===== src/rtl/adc_rdout_pkg.sv =====
package adc_rdout_pkg;

  typedef enum logic [2:0] {
    ST_IDLE,
    ST_LEAD,
    ST_SHIFT,
    ST_TAIL,
    ST_ACQ
  } seq_st_t;

  // Number of payload bits for a resolution select value
  function automatic int unsigned payload_bits(input logic [1:0] sel,
                                               input int unsigned full);
    case (sel)
      2'b00:   return full;
      2'b01:   return full - 2;
      default: return full - 4;
    endcase
  endfunction

endpackage


===== src/rtl/adc_rdout_rst_sync.sv =====
module adc_rdout_rst_sync #(
  parameter int STAGES = 2
) (
  input  logic clk,
  input  logic rst_n_a,
  output logic rst_n_s
);

  logic [STAGES-1:0] sr_q;

  always_ff @(posedge clk or negedge rst_n_a) begin
    if (!rst_n_a) sr_q <= '0;
    else          sr_q <= {sr_q[STAGES-2:0], 1'b1};
  end

  assign rst_n_s = sr_q[STAGES-1];

endmodule


===== src/rtl/adc_rdout_seq.sv =====
module adc_rdout_seq
  import adc_rdout_pkg::*;
#(
  parameter int DATA_W = 12,
  parameter int PRE_W  = 4,
  parameter int DIV_W  = 8,
  parameter int ACQ_W  = 16,
  localparam int CNT_W = $clog2(PRE_W + DATA_W + 1)
) (
  input  logic             clk,
  input  logic             rst_n,
  input  logic             start,
  input  logic [1:0]       res_sel,
  input  logic [DIV_W-1:0] cfg_half,
  input  logic [ACQ_W-1:0] cfg_acq,
  output logic             cs_n,
  output logic             sclk,
  output logic             busy,
  output logic             frame_start,
  output logic             sample_en,
  output logic             in_prefix,
  output logic             frame_done
);

  seq_st_t          state_q, state_d;
  logic [DIV_W-1:0] hc_q, hc_d;
  logic [DIV_W-1:0] half_q, half_d;
  logic [ACQ_W-1:0] acq_q, acq_d;
  logic [ACQ_W-1:0] acnt_q, acnt_d;
  logic [CNT_W-1:0] bit_q, bit_d;
  logic [CNT_W-1:0] len_q, len_d;
  logic             cs_q, cs_d;
  logic             sclk_q, sclk_d;

  always_comb begin
    state_d     = state_q;
    hc_d        = hc_q;
    half_d      = half_q;
    acq_d       = acq_q;
    acnt_d      = acnt_q;
    bit_d       = bit_q;
    len_d       = len_q;
    cs_d        = cs_q;
    sclk_d      = sclk_q;
    frame_start = 1'b0;
    sample_en   = 1'b0;
    frame_done  = 1'b0;
    case (state_q)
      ST_IDLE: begin
        if (start) begin
          frame_start = 1'b1;
          half_d  = (cfg_half == '0) ? DIV_W'(1) : cfg_half;
          acq_d   = cfg_acq;
          len_d   = CNT_W'(PRE_W + payload_bits(res_sel, DATA_W));
          hc_d    = half_d - 1'b1;
          bit_d   = '0;
          cs_d    = 1'b0;
          state_d = ST_LEAD;
        end
      end
      ST_LEAD: begin
        if (hc_q == '0) begin
          sclk_d  = 1'b0;
          hc_d    = half_q - 1'b1;
          state_d = ST_SHIFT;
        end else begin
          hc_d = hc_q - 1'b1;
        end
      end
      ST_SHIFT: begin
        if (hc_q == '0) begin
          hc_d = half_q - 1'b1;
          if (!sclk_q) begin
            sclk_d    = 1'b1;
            sample_en = 1'b1;
            bit_d     = bit_q + 1'b1;
            if (bit_q == len_q - 1'b1) state_d = ST_TAIL;
          end else begin
            sclk_d = 1'b0;
          end
        end else begin
          hc_d = hc_q - 1'b1;
        end
      end
      ST_TAIL: begin
        if (hc_q == '0) begin
          cs_d       = 1'b1;
          frame_done = 1'b1;
          acnt_d     = acq_q;
          state_d    = ST_ACQ;
        end else begin
          hc_d = hc_q - 1'b1;
        end
      end
      ST_ACQ: begin
        if (acnt_q == '0) state_d = ST_IDLE;
        else              acnt_d  = acnt_q - 1'b1;
      end
      default: state_d = ST_IDLE;
    endcase
  end

  always_ff @(posedge clk or negedge rst_n) begin
    if (!rst_n) begin
      state_q <= ST_IDLE;
      hc_q    <= '0;
      half_q  <= DIV_W'(1);
      acq_q   <= '0;
      acnt_q  <= '0;
      bit_q   <= '0;
      len_q   <= '0;
      cs_q    <= 1'b1;
      sclk_q  <= 1'b1;
    end else begin
      state_q <= state_d;
      hc_q    <= hc_d;
      half_q  <= half_d;
      acq_q   <= acq_d;
      acnt_q  <= acnt_d;
      bit_q   <= bit_d;
      len_q   <= len_d;
      cs_q    <= cs_d;
      sclk_q  <= sclk_d;
    end
  end

  assign cs_n      = cs_q;
  assign sclk      = sclk_q;
  assign busy      = (state_q != ST_IDLE);
  assign in_prefix = (bit_q < CNT_W'(PRE_W));

endmodule


===== src/rtl/adc_rdout_shift.sv =====
module adc_rdout_shift #(
  parameter int DATA_W = 12
) (
  input  logic              clk,
  input  logic              rst_n,
  input  logic              frame_start,
  input  logic              sample_en,
  input  logic              in_prefix,
  input  logic              frame_done,
  input  logic              miso,
  output logic [DATA_W-1:0] data_out,
  output logic              valid,
  output logic              proto_err
);

  logic [DATA_W-1:0] sh_q, sh_d;
  logic [DATA_W-1:0] dat_q, dat_d;
  logic              vld_q, vld_d;
  logic              err_q, err_d;

  always_comb begin
    sh_d  = sh_q;
    dat_d = dat_q;
    err_d = err_q;
    vld_d = frame_done;
    if (frame_start) begin
      sh_d  = '0;
      err_d = 1'b0;
    end else if (sample_en) begin
      if (in_prefix) begin
        if (miso) err_d = 1'b1;
      end else begin
        sh_d = {sh_q[DATA_W-2:0], miso};
      end
    end
    if (frame_done) dat_d = sh_q;
  end

  always_ff @(posedge clk or negedge rst_n) begin
    if (!rst_n) begin
      sh_q  <= '0;
      dat_q <= '0;
      vld_q <= 1'b0;
      err_q <= 1'b0;
    end else begin
      sh_q  <= sh_d;
      dat_q <= dat_d;
      vld_q <= vld_d;
      err_q <= err_d;
    end
  end

  assign data_out  = dat_q;
  assign valid     = vld_q;
  assign proto_err = err_q;

endmodule


===== src/rtl/adc_rdout_ctl.sv =====
module adc_rdout_ctl #(
  parameter int DATA_W = 12,
  parameter int PRE_W  = 4,
  parameter int DIV_W  = 8,
  parameter int ACQ_W  = 16
) (
  input  logic              clk,
  input  logic              rst_n,
  input  logic              start,
  input  logic [1:0]        res_sel,
  input  logic [DIV_W-1:0]  cfg_half,
  input  logic [ACQ_W-1:0]  cfg_acq,
  input  logic              miso,
  output logic              cs_n,
  output logic              sclk,
  output logic [DATA_W-1:0] data_out,
  output logic              valid,
  output logic              busy,
  output logic              proto_err
);

  logic rst_n_s;
  logic frame_start;
  logic sample_en;
  logic in_prefix;
  logic frame_done;

  adc_rdout_rst_sync #(.STAGES(2)) u_rst (
    .clk     (clk),
    .rst_n_a (rst_n),
    .rst_n_s (rst_n_s)
  );

  adc_rdout_seq #(
    .DATA_W (DATA_W),
    .PRE_W  (PRE_W),
    .DIV_W  (DIV_W),
    .ACQ_W  (ACQ_W)
  ) u_seq (
    .clk         (clk),
    .rst_n       (rst_n_s),
    .start       (start),
    .res_sel     (res_sel),
    .cfg_half    (cfg_half),
    .cfg_acq     (cfg_acq),
    .cs_n        (cs_n),
    .sclk        (sclk),
    .busy        (busy),
    .frame_start (frame_start),
    .sample_en   (sample_en),
    .in_prefix   (in_prefix),
    .frame_done  (frame_done)
  );

  adc_rdout_shift #(.DATA_W(DATA_W)) u_shift (
    .clk         (clk),
    .rst_n       (rst_n_s),
    .frame_start (frame_start),
    .sample_en   (sample_en),
    .in_prefix   (in_prefix),
    .frame_done  (frame_done),
    .miso        (miso),
    .data_out    (data_out),
    .valid       (valid),
    .proto_err   (proto_err)
  );

endmodule


===== config.mk =====
export PLATFORM = sky130hd
export DESIGN_NAME = adc_rdout_ctl
export DESIGN_NICKNAME = d
export VERILOG_FILES = /design/src/rtl/adc_rdout_pkg.sv /design/src/rtl/adc_rdout_rst_sync.sv /design/src/rtl/adc_rdout_seq.sv /design/src/rtl/adc_rdout_shift.sv /design/src/rtl/adc_rdout_ctl.sv
export SDC_FILE = /design/constraint.sdc
export NUM_CORES = 1
export LEC_CHECK = 0
export ABC_CLOCK_PERIOD_IN_PS = 5100
export BUFFER_PORTS_ARGS = -buffer_cell sky130_fd_sc_hd__buf_2
export CAP_MARGIN = 20
export CORE_MARGIN = 2
export CORE_UTILIZATION = 50
export DETAILED_ROUTE_END_ITERATION = 8
export HOLD_SLACK_MARGIN = 0.12
export PLACE_DENSITY = 0.69
export RECOVER_POWER = 100
export SYNTH_ARGS = -nofsm -noshare
export SYNTH_HDL_FRONTEND = slang
export SYNTH_SLANG_ARGS = --single-unit

===== constraint.sdc =====
create_clock -name clk -period 5.1 [get_ports clk]
set_input_delay 1.02 -clock clk [delete_from_list [all_inputs] [get_ports clk]]
set_output_delay 1.02 -clock clk [all_outputs]
set_load 0.05 [all_outputs]

# After elaboration in Yosys (flattened, before gate mapping)
# Cells that the tools add are included.
dict set report totals {
  regBits 91
  input_bits 30
  out_inout_bits 17
  wordCells 105
}
dict set report op_classes {
  addsub 7
  order_cmp 1
  eq_ne 16
  n_mux 43
  n_reduce_logical 24
}
# op n
set op_table {}
lappend op_table {{12-bit two-way mux} 3}
lappend op_table {{16-bit two-way mux} 2}
lappend op_table {{8-bit two-way mux} 4}
lappend op_table {{16-bit one-hot mux with 2 select lines} 1}
lappend op_table {{5-bit two-way mux} 5}
lappend op_table {{8-bit one-hot mux with 3 select lines} 1}
lappend op_table {{8-bit by 1-bit subtractor with 8-bit output, second input constant} 3}
lappend op_table {{3-bit two-way mux} 7}
lappend op_table {{16-bit zero test} 1}
lappend op_table {{8-bit zero test} 2}
lappend op_table {{16-bit by 1-bit subtractor with 16-bit output, second input constant} 1}
lappend op_table {{1-bit two-way mux} 15}
lappend op_table {{3-bit one-hot mux with 5 select lines} 1}
lappend op_table {{3-bit AND reduction} 5}
lappend op_table {{2-bit nonzero test} 7}
lappend op_table {{2-bit by 1-bit != test with 1-bit output, second input constant} 5}
lappend op_table {{2-bit != test, second input constant} 5}
lappend op_table {{5-bit one-hot mux with 2 select lines} 1}
lappend op_table {{7-bit AND reduction} 1}
lappend op_table {{3-bit by 2-bit == test with 1-bit output, second input constant} 2}
lappend op_table {{3-bit one-hot mux with 2 select lines} 1}
lappend op_table {{3-bit nonzero test} 2}
lappend op_table {{3-bit by 5-bit adder with 5-bit output, first input constant} 1}
lappend op_table {{5-bit by 1-bit adder with 5-bit output, second input constant} 1}
lappend op_table {{other kinds (12)} 14}

# Depth between registers and ports, before layout
# Gate-level depths: netlist of run 1.
dict set report logic_depth {
  ltp_word 6
  ltp_mapped 10
  ltp_nobuf 9
}

# By module
# From an unflattened synthesis of run 1, not the netlist that was laid out.
dict set report unflattened {
  hier_cells 481
  hier_area_um2 4628.2
}
# mod instances cells_each area_per_inst_um2
set modules_own_cells {}
lappend modules_own_cells {adc_rdout_seq 1 409 3528.4}
lappend modules_own_cells {adc_rdout_shift 1 69 1046.0}
lappend modules_own_cells {adc_rdout_rst_sync 1 3 53.8}

# Worst setup path after synthesis of run 1
# Ideal clock, no wire load.
dict set report synth_path {
  kind {input-to-reg}
  startpoint {in cfg_half[3]}
  endpoint {reg u_seq.hc_q[6]}
  arrival_time_ps 2487
  path_slack_ps 2472
  path_stages 9
  n_path_buf 0
  cell_sequence {or3_1 nor3_1 a21oi_1 ha_1 nor3b_1 xnor2_1 nor2_1 a21oi_1 o221ai_1}
}
dict set report synth_via {
  elab_chain_len 5
}
# element line
set synth_lines {}
lappend synth_lines {{start: declaration} adc_rdout_ctl.sv:11} ;# input logic [DIV_W-1:0] cfg_half,
lappend synth_lines {{8-bit zero test} adc_rdout_seq.sv:52} ;# half_d = (cfg_half == '0) ? DIV_W'(1) : cfg_half;
lappend synth_lines {{8-bit two-way mux *} adc_rdout_seq.sv:52}
lappend synth_lines {{8-bit by 1-bit subtractor with 8-bit output *} adc_rdout_seq.sv:55} ;# hc_d = half_d - 1'b1;
lappend synth_lines {{8-bit two-way mux *} adc_rdout_seq.sv:50} ;# if (start) begin
lappend synth_lines {{8-bit one-hot mux with 3 select lines *} adc_rdout_seq.sv:48} ;# case (state_q)
lappend synth_lines {{end signal: assignment} adc_rdout_seq.sv:106} ;# hc_q <= '0;
lappend synth_lines {{end signal: assignment} adc_rdout_seq.sv:116} ;# hc_q <= hc_d;
lappend synth_lines {{end: declaration} adc_rdout_seq.sv:26} ;# logic [DIV_W-1:0] hc_q, hc_d;
# Mark *: on every way between the ends. The rest lies on a longest branch, timed or not. The select of a mux whose other input is x is not followed.
# A chain may end at the register's enable or synchronous reset.

# Final worst setup path of run 1
dict set report layout_path {
  startpoint {reg u_seq.hc_q[0]}
  endpoint {reg u_seq.acnt_q[8]}
}
dict set report layout_via {
  elab_chain_len 3
}
# element line
set layout_lines {}
lappend layout_lines {{8-bit zero test} adc_rdout_seq.sv:86} ;# if (hc_q == '0) begin
lappend layout_lines {{2-bit by 1-bit != test with 1-bit output (no line)} n/a}
lappend layout_lines {{3-bit AND reduction (no line)} n/a}
lappend layout_lines {{end signal: assignment} adc_rdout_seq.sv:119} ;# acnt_q <= acnt_d;
lappend layout_lines {{end: declaration} adc_rdout_seq.sv:29} ;# logic [ACQ_W-1:0] acnt_q, acnt_d;
# No other way between the ends.

==> impl_metrics.py, run 1 <==
metrics = {
    "logic_synthesis": {
        "netlist_area_mm2": 0.00459,
        "async_flop_share_pct": 100,
        "syn_nets": 503,
        "syn_area_per_cell_um2": 9.90,
        "ys_warn_count": 0,
        "synth_flop_cell": "dfrtp_1",
        "synth-edff-count": 0,
        "synth_cells": 464,
        "ys_seq_area_share_pct": 48.6,
        "ys_types": 56,
        "ys_ff_latch": 89,
    },
    "route": {
        "first_pass_iters": 4,
        "drc": 0,
        "wl_um": 9530,
        "vias": 3536,
        "ant_nets": 0,
        "routed_via_density": 5.72,
        "dr.first_iter.drc_count": 177,
        "wire_per_inst_um": 15.4,
    },
    "die": {
        "core_mm2": 0.00881,
        "start_util_pct": 52.1,
        "die_y_um": 99.8,
        "rows": 34,
        "die_width_um": 99.8,
        "io_pins": 47,
        "die-area_mm2": 0.00997,
    },
    "global_routing": {
        "antenna_found_initial": 0,
        "first_global_vias": 3538,
        "grt_pass1_wl_um": 16400,
        "grt.overflow.total": 0,
        "grt_use_total_pct": 20.4,
        "grt_max_degree": 63,
    },
    "sta": {
        "final-hold-violation-count": 0,
        "min_period_ps": 3900,
        "drv_slew": 63,
        "relSlewSlack_pct": -1.29,
        "tns_ps": 0,
        "rsz0062_at_grt": "false",
        "setup_viol": 0,
        "fin_crit_sh_pct": 76.5,
        "worst_slew_pin_slew_ps": 1520,
        "fin_skew_ps": 8.05,
        "holdWs_ps": 366,
        "fmax_mhz": 256,
    },
    "critical_path": {
        "crit_type": "flip-flop to flip-flop",
        "regToRegSetupSlack_ps": 1200,
        "crit_arrival_ps": 4180,
        "path_max_fanout": 24,
        "cp.required_ps": 5380,
        "critPathMaxStageDelay_ps": 710,
        "path_buf_inv": 2,
        "crit_chain": "inv_1 > ha_1 > or4b_1 > nor3_1 > nand3_1 > o21a_1 > inv_1 > a21oi_1 > a21oi_1",
        "endpoint_kind": "flip-flop",
        "worstSetupStartpointType": "flip-flop",
        "cp_top_family": "simple AND/OR/NAND/NOR gates",
        "cp_slowest_cell": "nand3_1",
    },
    "pwr": {
        "pwr_density_cell_mw_per_mm2": 508,
        "vdd.ir_drop.worst_uv": 235,
        "p_leak_uw": 0.00221,
    },
    "final_layout": {
        "multi_input_area_mm2": 0.00217,
        "nets": 544,
        "drive_gt1_share_pct": 19.2,
        "regArea_mm2": 0.00223,
        "area_growth_pct": 9.92,
        "diodes": 0,
        "stdcell_area_mm2": 0.00505,
        "instances_no_fill": 618,
        "nFillCells": 812,
    },
    "status": {
        "run_status": "complete, but fails checks",
        "violations": "max-capacitance violations, max-slew violations",
    },
    "placed_design": {
        "port-buffer-count": 46,
        "placed_cells": 602,
        "gp_congestion": 0.847,
        "dpl_cell_area_mm2": 0.00491,
        "hpwl_um": 6650,
    },
    "job": {
        "drv_cap": 1,
    },
    "clock_network": {
        "cts_buffers": 9,
        "tritoncts": "done",
        "clock_latency_ps": 360,
        "cts_max_level": 3,
        "cts_resized": 0,
        "cts_setup_buffers": 0,
        "cts_sinks": 89,
        "cts_max_path_buffers": 2,
        "clkTransAtPathRegs_ps": 90,
        "cts_root_buffer": "clkbuf_8",
        "cts_hold_buf": 0,
    },
    "hold_path": {
        "hold_class": "flip-flop to flip-flop",
    },
}
## cells by family after synthesis
kind of cell	share of synthesized area, %
multiplexers	9.70
flip-flops	48.6
adder cells (fa/ha/maj)	2.45
AO/OA/AOI/OAI	14.5
AND/OR/NAND/NOR	17.7
other	0.0817
XOR/XNOR	3.81
buffers and inverters	3.22
## metrics by stage
step	setup WS, ps	utilization, %	power [uW]
6_report	1200	57.3	2560
5_1_grt	863	57.3	2760
4_1_cts	1940	58.3	2610
3_5_place_dp	1950	55.8	2060
3_3_place_gp	2160	55.8	2020
2_1_floorplan	2440	-	1830
## registers in the layout (all words and copies together), names as in the netlist
name / count
u_shift.sh_q: 12
u_seq.len_q: 3
u_seq.hc_q: 8
u_shift.proto_err: 1
u_seq.sclk: 1
u_seq.half_q: 8
u_shift.data_out: 12
u_seq.acnt_q: 16
u_shift.valid: 1
u_rst.sr_q: 2
u_seq.cs_n: 1
u_seq.state_q: 3
u_seq.acq_q: 16
u_seq.bit_q: 5
## cell usage after synthesis, drive strengths merged (5+ instances only)
master  count  area [um2]
a21oi      41         243
a31oi       5        31.3
buf         8        42.5
clkbuf     12        45.0
dfrtp      86        2150
ha          9         113
inv        16        60.1
mux2       36         405
nand2      45         169
nor2       58         218
nor3       21         133
o21ai      28         140
o22a        5        43.8
o22ai       7        43.8
or3         6        42.5
xnor2       8        70.1
xor2       12         105
## routing by layer
layer	up-vias	wire length, um	GRT usage (%)
li1	1724	-	-
met1	1731	4300	26.7
met2	70	4780	34.8
met3	11	329	3.06
met4	0	125	7.27
met5	-	0	0
## path summary, 6_finish.rpt
| path | startpoint | endpoint | cells after the start |
|---|---|---|---|
| worst min register to register | u_rst.sr_q[0]$_DFF_PN0_ | u_rst.sr_q[1]$_DFF_PN0_ | 0 |
| worst max register to register | u_seq.hc_q[0]$_DFFE_PN0P_ | u_seq.acnt_q[8]$_DFFE_PN0P_ | 9 |
| worst min-delay path | u_rst.sr_q[0]$_DFF_PN0_ | u_rst.sr_q[1]$_DFF_PN0_ | 0 |
| max in group asynchronous | u_rst.sr_q[1]$_DFF_PN0_ | u_seq.hc_q[5]$_DFFE_PN0P_ | 1 |
| min in group asynchronous | rst_n | u_rst.sr_q[0]$_DFF_PN0_ | 1 |
| worst max-delay path | u_seq.hc_q[0]$_DFFE_PN0P_ | u_seq.acnt_q[8]$_DFFE_PN0P_ | 9 |
## cells in the final DEF (no fill, tap or decap), types with 2 or more instances in the layout
cell and instances:
dfstp_2 3, o22ai_1 7, a41oi_1 2, nand3_1 4
buf_2 28, bufinv_16 2, nand2_1 45, ha_1 9
a31oi_1 5, mux2i_1 4, o21a_1 2, nor2b_1 2
nor4_1 2, o22a_1 5, clkbuf_1 20, xor2_1 12
mux2_2 35, xnor2_1 8, clkinvlp_4 3, nand3b_1 3
inv_6 2, a21oi_2 7, nor4b_1 2, or2_2 2
nand4_1 4, o21ai_0 28, nor3b_1 4, a21oi_1 34
dfrtp_1 86, inv_1 16, clkbuf_8 9, nand2b_1 3
or3_1 6, nor3_1 20, nor2_1 58, o32ai_1 3
a211oi_1 2, and3_1 4
## layout make-up
cell class / count / area share [%]
well taps: 108 / 2.68
flip-flops and latches: 89 / 44.2
inverters: 16 / 1.19
repair buffers: 50 / 4.51
clock buffers: 9 / 2.45
multi-input cells: 339 / 43.0
clock inverters: 7 / 1.98
## report_power, final
group	switching (uW)	internal (uW)
registers	229	937
clock network	266	279
logic	476	378
total	970	1590
(Power assumes the default switching activity.)
==> run 2, diff against run 1 <==
- ABC_AREA: default -> 1
- ABC_CLOCK_PERIOD_IN_PS: 5100 -> 4059
- clock period: 5.1 -> 4.06 ns (I/O delays scaled with it)
==> impl_metrics.py, run 2 <==
metrics = {
    "pwr": {
        "p_leak_uw": 0.00279,
        "vdd.ir_drop.worst_uv": 255,
        "pwr_density_cell_mw_per_mm2": 575,
    },
    "critical_path": {
        "crit_arrival_ps": 3070,
        "worstSetupStartpointType": "flip-flop",
        "endpoint_kind": "flip-flop",
        "cp.required_ps": 4340,
        "path_max_fanout": 39,
        "crit_type": "flip-flop to flip-flop",
    },
    "global_routing": {
        "use_met3_pct": 3.95,
        "grt_use_total_pct": 21.7,
        "grtUsageMet2_pct": 36.4,
        "grt-busiest-layer": "met2",
        "grt_pass1_wl_um": 19400,
        "grt.overflow.total": 0,
        "grt_max_degree": 51,
        "first_global_vias": 4227,
        "use_met1_pct": 28.8,
        "antenna_found_initial": 0,
    },
    "placed_design": {
        "gp_congestion": 0.879,
        "pre_cts_slack_ps": 1530,
        "port-buffer-count": 46,
        "hpwl_um": 7980,
        "placed_cells": 821,
    },
    "logic_synthesis": {
        "synth_area_leader_cell": "dfrtp_1",
        "ys_warn_count": 0,
        "ys_ff_latch": 89,
        "synth_top_area_share_pct": 43.1,
        "synth_flop_cell": "dfrtp_1",
        "synth_common_cells": "nand2_1 (213), dfrtp_1 (86), inv_1 (70), nand3_1 (62), nor2_1 (53)",
        "syn_area_per_cell_um2": 7.62,
        "ys_types": 43,
        "netlist_area_mm2": 0.00499,
        "syn_nets": 694,
        "synth_cells": 655,
        "synth-edff-count": 0,
        "synthMostInstantiatedCell": "nand2_1",
        "ys_top_cells_by_area": "dfrtp_1 (43%), nand2_1 (16%), nand3_1 (6.2%)",
        "ys_seq_area_share_pct": 44.7,
        "async_flop_share_pct": 100,
    },
    "clock_network": {
        "clkTransAtPathRegs_ps": 90,
        "cts_buffers": 9,
        "tritoncts": "done",
        "clock_latency_ps": 360,
        "cts_hold_buf": 0,
        "cts_setup_buffers": 0,
        "cts_max_level": 3,
        "cts_sinks": 89,
        "cts_max_path_buffers": 2,
        "cts_resized": 0,
        "cts_root_buffer": "clkbuf_8",
    },
    "die": {
        "core_mm2": 0.00973,
        "rows": 36,
        "die_width_um": 104,
        "start_util_pct": 51.3,
        "die-area_mm2": 0.0108,
        "io_pins": 47,
        "die_y_um": 104,
    },
    "final_layout": {
        "nets": 738,
        "largestRegisters": "u_seq.acnt_q x16, u_seq.acq_q x16",
        "nFillCells": 972,
        "area_growth_pct": 7.95,
        "drive_gt1_share_pct": 10.4,
        "fin_util_pct": 55.3,
        "final_common_cell": "nand2_1",
        "final_cell_mix": "nand2_1 (214), dfrtp_1 (86), inv_1 (70)",
        "diodes": 0,
        "instances_no_fill": 837,
    },
    "sta": {
        "worst_slack_ps": 1260,
        "tns_ps": 0,
        "holdWs_ps": 214,
        "min_period_ps": 2800,
        "worst_slew_pin_slew_ps": 1630,
        "rsz0062_at_grt": "false",
        "fmax_mhz": 357,
        "fin_crit_sh_pct": 68.9,
        "fin_skew_ps": 14.9,
        "drv_slew": 40,
        "final-hold-violation-count": 0,
        "setup_viol": 0,
        "relSlewSlack_pct": -8.47,
    },
    "status": {
        "violations": "max-capacitance violations, max-slew violations",
        "run_status": "complete, but fails checks",
    },
    "route": {
        "vias": 4273,
        "dr.first_iter.drc_count": 191,
        "routed_via_density": 5.11,
        "first_pass_iters": 5,
        "wl_um": 11000,
        "ant_nets": 0,
        "drc": 0,
        "wire_per_inst_um": 13.1,
    },
    "job": {
        "drv_cap": 1,
    },
    "hold_path": {
        "hold_class": "primary input to asynchronous set/reset pin",
    },
}
[run 2: cell count changes after synthesis, moves of 12 or more]
cell     previous run  this run
a21oi_1            31        19
inv_1              15        70
mux2_2             36         0
nand2_1            45       213
nand3_1             3        62
nor3_1             18         4
[run 2: metrics by stage]
| stage | power, uW | area (um2) |
|---|---|---|
| finish | 3090 | 5390 |
| global route | 3370 | 5390 |
| CTS | 3130 | 5470 |
| detailed placement | 2560 | 5300 |
| global placement | 2520 | 5300 |
| floorplan | 2270 | 4990 |
[run 2: logic make-up (layout without fill, tap and decap cells)]
kind of cell,count (synthesis),count (layout),synth area share (%)
AO/OA/AOI/OAI,87,87,10.0
XOR/XNOR,13,13,2.28
adder cells (fa/ha/maj),9,9,2.26
buffers and inverters,90,139,7.85
flip-flops,89,89,44.7
other,1,1,0.0752
AND/OR/NAND/NOR,366,366,32.8
[run 2: power by group]
part           leakage (uW)  internal, uW  switching (uW)
Sequential          0.00113          1120             197
Combinational       0.00157           407             802
Clock             0.0000881           231             335
Total               0.00279          1760            1330
[run 2: critical path: stages (launching register included)]
cell and delay, ps:
dfrtp_1 560, inv_4 100, nand3_1 120, clkbuf_1 1180, nand2_1 110, nand2_1 260
inv_4 90, nand3_1 80, nand2_1 50, a21oi_1 170
[run 2: cell type report]
type | instances | area (um2) | area share [%]
inverters | 75 | 287 | 5.32
repair buffers | 48 | 216 | 4.02
clock buffers | 10 | 128 | 2.37
well taps | 133 | 166 | 3.09
multi-input cells | 476 | 2310 | 42.9
flip-flops and latches | 89 | 2230 | 41.4
clock inverters | 6 | 47.5 | 0.883
[run 2: path summary, 6_finish.rpt]
kind | cells past startpoint | to | startpoint | slack, ps
max in group asynchronous | 1 | u_seq.hc_q[7]$_DFFE_PN0P_ | u_rst.sr_q[1]$_DFF_PN0_ | 1550
worst min register to register | 0 | u_rst.sr_q[1]$_DFF_PN0_ | u_rst.sr_q[0]$_DFF_PN0_ | 370
worst max-delay path | 9 | u_seq.bit_q[2]$_DFFE_PN0P_ | u_seq.state_q[2]$_DFFE_PN0P_ | 1260
worst min-delay path | 1 | u_rst.sr_q[0]$_DFF_PN0_ | rst_n | 210
min in group clk | 0 | u_rst.sr_q[1]$_DFF_PN0_ | u_rst.sr_q[0]$_DFF_PN0_ | 370
worst max register to register | 9 | u_seq.bit_q[2]$_DFFE_PN0P_ | u_seq.state_q[2]$_DFFE_PN0P_ | 1260
[run 2: per-layer routing]
layer / vias up / part of all wire [%] / wire length, um
met1: 1987 / 46 / 5060
met4: 0 / 1.2 / 130
met5: - / 0 / 0
met3: 12 / 4.5 / 493
met2: 99 / 48 / 5270
li1: 2175 / - / -
==> run 3, diff against run 2 <==
- ABC_CLOCK_PERIOD_IN_PS: 4059 -> 2700
- clock period: 4.06 -> 2.7 ns (I/O delays scaled with it)
==> impl_metrics.py, run 3 (synthesis gave the netlist of run 2 again) <==
metrics = {
    "pwr": {
        "p_int_uw": 2680,
        "p_sw_uw": 2080,
        "p_leak_uw": 0.00284,
        "p_sw_share_pct": 43.7,
        "vdd.ir_drop.worst_uv": 363,
        "pwr_density_cell_mw_per_mm2": 870,
        "p_clk_share_pct": 19.5,
        "pwr-share-seq_pct": 41.8,
        "comb_power_share_pct": 38.6,
    },
    "clock_network": {
        "cts_sinks": 89,
        "cts_buffers": 9,
        "cts_max_path_buffers": 2,
        "clock_latency_ps": 370,
        "cts_hold_buf": 1,
        "tritoncts": "done",
        "cts_max_level": 3,
        "cts_resized": 0,
        "cts_setup_buffers": 0,
        "clkTransAtPathRegs_ps": 100,
        "cts_root_buffer": "clkbuf_8",
    },
    "critical_path": {
        "critPathMaxStageDelay_ps": 590,
        "cp_slowest_cell": "dfrtp_1",
        "endpoint_kind": "output pin",
        "path_buf_inv": 1,
        "crit_chain": "nor2_1 > nand2_1 > clkbuf_1",
        "crit_arrival_ps": 1660,
        "cp.required_ps": 2160,
        "cp_top_family": "flip-flops",
        "worstSetupStartpointType": "flip-flop",
        "crit_type": "flip-flop to output pin",
        "path_max_fanout": 6,
    },
    "global_routing": {
        "grt.overflow.total": 0,
        "grt_max_degree": 57,
        "grt_use_total_pct": 21.2,
        "grt_pass1_wl_um": 18900,
        "first_global_vias": 4138,
        "antenna_found_initial": 0,
    },
    "hold_path": {
        "hold_class": "primary input to flip-flop",
    },
    "die": {
        "die_y_um": 104,
        "die_width_um": 104,
        "die-area_mm2": 0.0108,
        "io_pins": 47,
        "rows": 36,
        "start_util_pct": 51.3,
        "core_mm2": 0.00973,
    },
    "final_layout": {
        "nFillCells": 924,
        "regArea_mm2": 0.00223,
        "final_common_cell": "nand2_1",
        "nets": 741,
        "final_cell_mix": "nand2_1 (216), dfrtp_1 (85), inv_1 (70)",
        "fin_util_pct": 56.2,
        "largestRegisters": "u_seq.acnt_q x16, u_seq.acq_q x16",
        "diodes": 0,
        "area_growth_pct": 9.61,
        "multi_input_area_mm2": 0.00235,
        "drive_gt1_share_pct": 10.9,
        "stdcell_area_mm2": 0.00547,
    },
    "route": {
        "wire_per_inst_um": 13.1,
        "routed_via_density": 5.15,
        "vias": 4325,
        "drc": 0,
        "ant_nets": 0,
        "wl_um": 11000,
        "dr.first_iter.drc_count": 186,
        "first_pass_iters": 4,
    },
    "sta": {
        "final-hold-violation-count": 0,
        "setup_viol": 0,
        "tns_ps": 0,
        "rsz0062_at_grt": "false",
        "fin_crit_sh_pct": 81.5,
        "fmax_mhz": 454,
        "fin_skew_ps": 13.5,
        "worst_slack_ps": 500,
        "drv_slew": 0,
        "min_period_ps": 2200,
        "relSlewSlack_pct": 20.9,
        "worst_slew_pin_slew_ps": 1190,
    },
    "placed_design": {
        "port-buffer-count": 46,
        "pre_cts_slack_ps": 414,
        "hpwl_um": 8010,
        "dpl_cell_area_mm2": 0.00533,
        "gp_congestion": 0.844,
    },
    "job": {
        "drv_cap": 0,
    },
    "status": {
        "run_status": "finished clean",
    },
}
==> run 3: cell types whose count changed in the layout (fill, tap and decap cells not counted), sizes merged <==
cell,delta
clkbuf,+2
clkinv,+1
buf,-1
clkinvlp,-1
inv,+1
dlygate4sd3,+1
==> run 3: power groups by stage <==
stage	logic, uW	registers (uW)	clock network, uW
floorplan	1440	1970	0
global placement	1810	2000	0
detailed placement	1870	2010	0
CTS	1880	1990	962
global route	2100	2040	1020
finish	1840	1990	930
==> run 3: worst paths after layout <==
path / slack (ps) / to / start / cells past startpoint
max: 500 / busy / u_seq.state_q[2]$_DFFE_PN0P_ / 3
min: 360 / u_seq.acq_q[1]$_DFFE_PN0P_ / cfg_acq[1] / 3
max reg2reg: 520 / u_shift.sh_q[1]$_DFFE_PN0P_ / u_seq.state_q[2]$_DFFE_PN0P_ / 9
min reg2reg: 380 / u_rst.sr_q[1]$_DFF_PN0_ / u_rst.sr_q[0]$_DFF_PN0_ / 0
max in group asynchronous: 740 / u_seq.bit_q[2]$_DFFE_PN0P_ / u_rst.sr_q[1]$_DFF_PN0_ / 1
min in group asynchronous: 490 / u_rst.sr_q[0]$_DFF_PN0_ / rst_n / 2
==> run 3: per-layer routing <==
layer	routed length, um	global-route usage [%]	up-vias
li1	-	-	2185
met2	5310	36.0	71
met1	5260	28.0	2057
met3	323	2.82	12
met5	0	0	-
met4	153	7.24	0
==> run 3: final cells by class <==
| class | count | area share, % |
|---|---|---|
| clock inverters | 7 | 1.44 |
| inverters | 75 | 5.24 |
| flip-flops and latches | 89 | 40.8 |
| repair buffers | 51 | 4.28 |
| well taps | 133 | 3.04 |
| clock buffers | 9 | 2.27 |
| multi-input cells | 476 | 42.9 |
==> run 3: worst register-to-register path: cells and delay by family, from the launching register on <==
| kind | cells | cell delay (ps) |
|---|---|---|
| AOI/OAI and AO/OA | 2 | 200 |
| buffers and inverters | 3 | 810 |
| DFF | 1 | 590 |
| and+or+nand+nor | 4 | 510 |
==> run 3: metrics by stage <==
step                cells  hold slack (ps)  power (uW)
floorplan             655              244        3410
global placement      823              325        3810
detailed placement    823              330        3880
CTS                   840              354        4830
global route          840              357        5150
finish                840              364        4760
